<file path="src/rtl/rxf_pkg.sv">
package rxf_pkg;

    localparam int MAC_BYTES      = 6;
    localparam int CRC_W          = 32;
    localparam logic [CRC_W-1:0] CRC_POLY_REFL = 32'hEDB88320;
    localparam logic [CRC_W-1:0] CRC_PRESET    = 32'hFFFFFFFF;

    typedef enum logic [1:0] {
        CLASS_INDIVIDUAL = 2'd0,
        CLASS_GROUP      = 2'd1,
        CLASS_BROADCAST  = 2'd2
    } addr_class_e;

    typedef struct packed {
        logic take_bcast;
        logic take_mcast;
        logic promisc;
        logic monitor;
    } rx_mode_t;

    typedef struct packed {
        logic station_hit;
        logic all_ones;
        logic group_bit;
    } match_t;

    function automatic rx_mode_t decode_mode(input logic [5:2] m);
        rx_mode_t r;
        r.take_bcast = m[2];
        r.take_mcast = m[3];
        r.promisc    = m[4];
        r.monitor    = m[5];
        return r;
    endfunction

    // Reflected CRC-32 over one byte, LSB first, mask formulation.
    function automatic logic [CRC_W-1:0] crc_step(input logic [CRC_W-1:0] c,
                                                  input logic [7:0] d);
        logic [CRC_W-1:0] r;
        r = c;
        for (int b = 0; b < 8; b++) begin
            r = (r >> 1) ^ ({CRC_W{r[0] ^ d[b]}} & CRC_POLY_REFL);
        end
        return r;
    endfunction

    function automatic addr_class_e classify(input match_t m);
        if (!m.group_bit)     return CLASS_INDIVIDUAL;
        else if (m.all_ones)  return CLASS_BROADCAST;
        else                  return CLASS_GROUP;
    endfunction

endpackage

</file>
<file path="src/rtl/rxf_byte_seq.sv">
module rxf_byte_seq #(
    parameter int ADDR_BYTES = 6,
    localparam int CW = $clog2(ADDR_BYTES + 1)
) (
    input  logic          clk,
    input  logic          rst,
    input  logic          byte_valid,
    input  logic          sof,
    output logic          take,
    output logic          first,
    output logic          last,
    output logic [CW-1:0] idx
);
    localparam logic [CW-1:0] IDLE_CNT = CW'(ADDR_BYTES);
    localparam logic [CW-1:0] LAST_IDX = CW'(ADDR_BYTES - 1);

    logic [CW-1:0] cnt_q;

    always_comb begin
        first = byte_valid && sof;
        take  = first || (byte_valid && (cnt_q < IDLE_CNT));
        idx   = first ? '0 : cnt_q;
        last  = take && (idx == LAST_IDX);
    end

    always_ff @(posedge clk) begin
        if (rst) begin
            cnt_q <= IDLE_CNT;
        end else if (take) begin
            cnt_q <= idx + CW'(1);
        end
    end

endmodule

</file>
<file path="src/rtl/rxf_crc.sv">
module rxf_crc
    import rxf_pkg::*;
#(
    parameter int HASH_BITS = 6
) (
    input  logic                 clk,
    input  logic                 rst,
    input  logic                 take,
    input  logic                 first,
    input  logic [7:0]           data,
    output logic [HASH_BITS-1:0] hash_idx
);
    logic [CRC_W-1:0] crc_q;
    logic [CRC_W-1:0] crc_base;

    assign crc_base = first ? CRC_PRESET : crc_q;

    always_ff @(posedge clk) begin
        if (rst) begin
            crc_q <= CRC_PRESET;
        end else if (take) begin
            crc_q <= crc_step(crc_base, data);
        end
    end

    // The table index is the low CRC bits in reversed order.
    for (genvar g = 0; g < HASH_BITS; g++) begin : g_rev
        assign hash_idx[g] = crc_q[HASH_BITS-1-g];
    end

    logic unused_crc_hi;
    assign unused_crc_hi = ^crc_q[CRC_W-1:HASH_BITS];

endmodule

</file>
<file path="src/rtl/rxf_match.sv">
module rxf_match
    import rxf_pkg::*;
#(
    parameter int ADDR_BYTES = 6,
    localparam int CW = $clog2(ADDR_BYTES + 1)
) (
    input  logic                    clk,
    input  logic                    rst,
    input  logic                    take,
    input  logic                    first,
    input  logic [CW-1:0]           idx,
    input  logic [7:0]              data,
    input  logic [8*ADDR_BYTES-1:0] station_addr,
    output match_t                  match
);
    logic [7:0] stn_byte;
    match_t     m_q;
    match_t     m_next;

    always_comb begin
        stn_byte = '0;
        for (int k = 0; k < ADDR_BYTES; k++) begin
            if (idx == CW'(k)) stn_byte = station_addr[8*k +: 8];
        end
    end

    always_comb begin
        m_next = m_q;
        if (first) begin
            m_next.station_hit = (data == stn_byte);
            m_next.all_ones    = (data == 8'hFF);
            m_next.group_bit   = data[0];
        end else begin
            m_next.station_hit = m_q.station_hit && (data == stn_byte);
            m_next.all_ones    = m_q.all_ones && (data == 8'hFF);
        end
    end

    always_ff @(posedge clk) begin
        if (rst) begin
            m_q <= '0;
        end else if (take) begin
            m_q <= m_next;
        end
    end

    assign match = m_q;

endmodule

</file>
<file path="src/rtl/rxf_decide.sv">
module rxf_decide
    import rxf_pkg::*;
#(
    parameter int HASH_BITS = 6,
    localparam int TABLE_BITS = 1 << HASH_BITS
) (
    input  logic                  clk,
    input  logic                  rst,
    input  logic                  eval,
    input  match_t                match,
    input  logic [HASH_BITS-1:0]  hash_idx,
    input  logic [TABLE_BITS-1:0] hash_table,
    input  rx_mode_t              mode,
    output logic                  decision_valid,
    output logic                  accept,
    output logic                  group_flag,
    output logic                  store_en
);
    addr_class_e cls;
    logic        hit;

    always_comb begin
        cls = classify(match);
        unique case (cls)
            CLASS_INDIVIDUAL: hit = match.station_hit || mode.promisc;
            CLASS_BROADCAST:  hit = mode.take_bcast;
            CLASS_GROUP:      hit = mode.take_mcast && hash_table[hash_idx];
            default:          hit = 1'b0;
        endcase
    end

    always_ff @(posedge clk) begin
        if (rst) begin
            decision_valid <= 1'b0;
            accept         <= 1'b0;
            group_flag     <= 1'b0;
            store_en       <= 1'b0;
        end else begin
            decision_valid <= eval;
            accept         <= eval && hit;
            group_flag     <= eval && (cls != CLASS_INDIVIDUAL);
            store_en       <= eval && hit && !mode.monitor;
        end
    end

endmodule

</file>
<file path="src/rtl/rxaddr_filter.sv">
module rxaddr_filter
    import rxf_pkg::*;
#(
    parameter int ADDR_BYTES = MAC_BYTES,
    parameter int HASH_BITS  = 6,
    localparam int CW         = $clog2(ADDR_BYTES + 1),
    localparam int TABLE_BITS = 1 << HASH_BITS
) (
    input  logic                    clk,
    input  logic                    rst,
    input  logic                    byte_valid,
    input  logic                    sof,
    input  logic [7:0]              byte_data,
    input  logic [7:0]              rx_mode,
    input  logic [8*ADDR_BYTES-1:0] station_addr,
    input  logic [TABLE_BITS-1:0]   hash_table,
    output logic                    decision_valid,
    output logic                    accept,
    output logic                    group_flag,
    output logic                    store_en
);
    logic                 take;
    logic                 first;
    logic                 last;
    logic [CW-1:0]        idx;
    logic [HASH_BITS-1:0] hash_idx;
    match_t               match;
    rx_mode_t             mode;
    logic                 addr_done_q;

    assign mode = decode_mode(rx_mode[5:2]);

    logic unused_mode_bits;
    assign unused_mode_bits = ^{rx_mode[7:6], rx_mode[1:0]};

    rxf_byte_seq #(.ADDR_BYTES(ADDR_BYTES)) u_seq (
        .clk(clk), .rst(rst), .byte_valid(byte_valid), .sof(sof),
        .take(take), .first(first), .last(last), .idx(idx)
    );

    rxf_crc #(.HASH_BITS(HASH_BITS)) u_crc (
        .clk(clk), .rst(rst), .take(take), .first(first),
        .data(byte_data), .hash_idx(hash_idx)
    );

    rxf_match #(.ADDR_BYTES(ADDR_BYTES)) u_match (
        .clk(clk), .rst(rst), .take(take), .first(first), .idx(idx),
        .data(byte_data), .station_addr(station_addr), .match(match)
    );

    always_ff @(posedge clk) begin
        if (rst) addr_done_q <= 1'b0;
        else     addr_done_q <= last;
    end

    rxf_decide #(.HASH_BITS(HASH_BITS)) u_decide (
        .clk(clk), .rst(rst), .eval(addr_done_q), .match(match),
        .hash_idx(hash_idx), .hash_table(hash_table), .mode(mode),
        .decision_valid(decision_valid), .accept(accept),
        .group_flag(group_flag), .store_en(store_en)
    );

endmodule

</file>
<file path="config.mk">
export PLATFORM = sky130hd
export DESIGN_NAME = rxaddr_filter
export DESIGN_NICKNAME = d
export VERILOG_FILES = /design/src/rtl/rxf_pkg.sv /design/src/rtl/rxf_byte_seq.sv /design/src/rtl/rxf_crc.sv /design/src/rtl/rxf_match.sv /design/src/rtl/rxf_decide.sv /design/src/rtl/rxaddr_filter.sv
export SDC_FILE = /design/constraint.sdc
export NUM_CORES = 1
export LEC_CHECK = 0
export CORE_ASPECT_RATIO = 1.5
export CORE_UTILIZATION = 50
export DETAILED_ROUTE_END_ITERATION = 16
export DONT_BUFFER_PORTS = 1
export PLACE_DENSITY_LB_ADDON = 0.1
export SETUP_SLACK_MARGIN = 0.3
export SYNTH_ARGS = -nofsm -noshare
export SYNTH_HDL_FRONTEND = slang
export SYNTH_SLANG_ARGS = --single-unit
</file>
<file path="constraint.sdc">
create_clock -name clk -period 4.4 [get_ports clk]
set_clock_uncertainty 0.05 [all_clocks]
set_input_delay 0.88 -clock clk [delete_from_list [all_inputs] [get_ports clk]]
set_output_delay 0.88 -clock clk [all_outputs]
set_load 0.01 [all_outputs]
</file>
==> out/results.tsv <==
metric	value	unit
Total Wirelength	8.91	mm
DR DRC count	0	
nets	528	
Simple-Gate Fraction of Synth Area	0.141	
first-pass GRT wire length	14.1	mm
placed wire-length estimate	6.78	mm
Final Hold Vio Count	0	
number of setup buffers added after CTS	0	
cts hold-fix bufs	0	
Final Wtd Congestion	0.798	
Die Wd	71.8	um
drt pass-1 iters	4	
WP data arrival	3.36	ns
Primary FF master, synth	dfxtp_1	
H-tree depth	2	
Post-synth EDFFs	0	
Resized cells post-CTS	0	
Die Y	107	um
sequential cell area	861	um^2
vias in the first global route	2938	
fillers	674	
most frequent cells in the layout	nand2_1 (56), xnor2_1 (53), dfxtp_1 (43)	
worst vdd ir	0.190	mV
status	finished clean	
synthesized net count	542	
core area	6940	um^2
Vias/cell	6.12	
post-synthesis mux area share	0.125	
Max Root-Sink Buffers	2	
total number of vias	2868	
leak pwr	1.45	nW
Seq/Total Area, Yosys	0.236	
Setup crit start	sof	
Clock transition at path regs	0.08	ns
share of cells above drive strength 1	0.146	
Num CTS Buffers	5	
clock sink total	43	
async set or reset register ratio after synthesis	0	
post-synthesis cell type count	53	
root buffer cell	clkbuf_8	
WHS	0.418	ns
worst flop-to-flop path endpoint	u_match.match[2]$_SDFFE_PP0P_	
post-synth top area cell	dfxtp_1	
area of the multi-input gates	2610	um^2
# setup viols final	0	
Yosys top cell area share	0.236	
yosys warns	0	
crit share post-route	0.726	
worst path required time	4.57	ns
Cell Rows	37	
# IOs	136	
synthesized area	3650	um^2
Synth Instances	405	
CP Class	primary input to flip-flop	
ANT cells	0	
Final Util	0.542	
r2r setup slk	1.38	ns
syn_area_per_cell	9.02	um^2
Synth Area in Compound Gates	0.186	
Initial Util	0.526	
Final min period	3.19	ns
GRT overflow	0	
largest family of logic cells by synthesized area	XOR/XNOR gates	
Max Fclk	0.313	GHz
TritonCTS clock tree	built	
crit path max fanout	9	
die area	7660	um^2
initial antenna violation count	0	
drt wl/cell	19.0	um
largest net degree at the start of global routing	66	
Slew headroom	0.275	
setup ws final	1.21	ns
Synth Area in XOR/XNOR	0.242	
Critical Path End	u_match.match[2]$_SDFFE_PP0P_	
post-place setup slack	0.861	ns
antenna-violating nets left	0	
Worst-Skew Late Latency	0.31	ns
Setup Total Neg Slack	0	ns
Critical Path End Type	flip-flop	
FF-to-FF path depth	10	
max-cap violations	0	
GR Util All Layers	0.238	
worst hold path class	flip-flop to flip-flop	
reg-to-reg startpoint	u_seq.cnt_q[2]$_SDFFE_PP1P_	
pin slew with the least headroom to its limit	1.08	ns
largest cells by area after synthesis	dfxtp_1 (24%), xnor2_1 (13%), mux4_2 (11%)	
adder-cell share of the synthesized area	0.0171	
area grow syn2layout	3.05	%
PD cells	396	nW/um^2
Slew Limit Fails	0	
RSZ-0062 raised after global routing	false	
number of port buffers	0	
commonest non-fill, non-tap cell in the layout	nand2_1	
1st-iter DRT viols	153	
startpoint types	primary input	
Yosys reg bits	43	
-- flip-flops by register name, indices dropped and copies added, names as in the netlist --
name	count
u_crc.crc_q	32
u_match.match	3
u_seq.cnt_q	3
addr_done_q	1
u_decide.accept	1
u_decide.decision_valid	1
u_decide.group_flag	1
u_decide.store_en	1
-- synth_stat cells (2+ instances only) --
cell	n
nand2_1	56
xnor2_1	53
dfxtp_1	43
o211ai_1	32
xor2_1	30
nor2_1	26
clkbuf_1	18
mux4_2	18
a21oi_1	10
inv_1	10
a22oi_1	9
o21ai_0	9
xnor2_2	8
or3_1	7
nor2b_1	6
and2_1	5
buf_2	5
ha_1	5
o221a_2	5
mux2i_1	4
a31oi_1	3
buf_6	3
o2111ai_1	3
or4_1	3
a2111oi_0	2
a221oi_1	2
and3_1	2
buf_4	2
nand4_1	2
-- metal layers --
metal  share of wire  routed length, um  global-route usage
met1            0.38               3400               0.263
met2            0.55               4890               0.454
met3           0.051                457              0.0376
met4           0.018                158              0.0728
met5               0                  0                   0
-- report_power, final --
group,switching (mW),internal [mW]
Clock,0.137,0.123
Sequential,0.0559,0.436
Combinational,0.365,0.375
-- worst max-delay path: stages --
cell and delay, ns:
nand2_1 0.06, and2_1 0.20, inv_1 0.09, ha_1 0.33, nor2b_1 0.18, buf_4 0.16
a221oi_1 0.08, or4_1 0.48, o211ai_1 0.12, xor2_1 0.09, or4_1 0.49, o41ai_2 0.19
-- stage by stage --
stage	total power, mW	std cells	cell area [um^2]
6_report	1.49	469	3760
5_1_grt	1.59	469	3760
4_1_cts	1.51	469	3760
3_5_place_dp	1.24	462	3680
3_3_place_gp	1.23	462	3680
2_1_floorplan	1.12	405	3650
-- how the worst min path moves through the flow --
stage | startpoint | endpoint | slack (ns) | depth (start not counted)
6_report | u_crc.crc_q[31]$_SDFFE_PP1P_ | u_crc.crc_q[31]$_SDFFE_PP1P_ | 0.42 | 2
5_1_grt | addr_done_q$_SDFF_PP0_ | u_decide.decision_valid$_SDFF_PP0_ | 0.46 | 1
3_5_place_dp | u_crc.crc_q[31]$_SDFFE_PP1P_ | u_crc.crc_q[31]$_SDFFE_PP1P_ | 0.41 | 2
2_1_floorplan | u_crc.crc_q[31]$_SDFFE_PP1P_ | u_crc.crc_q[31]$_SDFFE_PP1P_ | 0.39 | 2
4_1_cts | addr_done_q$_SDFF_PP0_ | u_decide.decision_valid$_SDFF_PP0_ | 0.42 | 1
3_3_place_gp | u_crc.crc_q[31]$_SDFFE_PP1P_ | u_crc.crc_q[31]$_SDFFE_PP1P_ | 0.40 | 2
-- kinds of logic (layout without fill, tap and decap cells) --
family                   Yosys count  after routing
AND/OR/NAND/NOR                  114            114
XOR/XNOR                          92             92
AO/OA/AOI/OAI                     87             87
flip-flops                        43             43
buffers and inverters             41             27
multiplexers                      23             23
adder cells (fa/ha/maj)            5              5
-- layout make-up --
cell class	count	share of cell area
multi-input combinational	321	0.694
clock buffer	6	0.0219
sequential	43	0.229
clock inverter	1	0.00133
tap	78	0.0259
timing repair buffer	8	0.0160
inverter	12	0.0126
(Power assumes the default switching activity.)
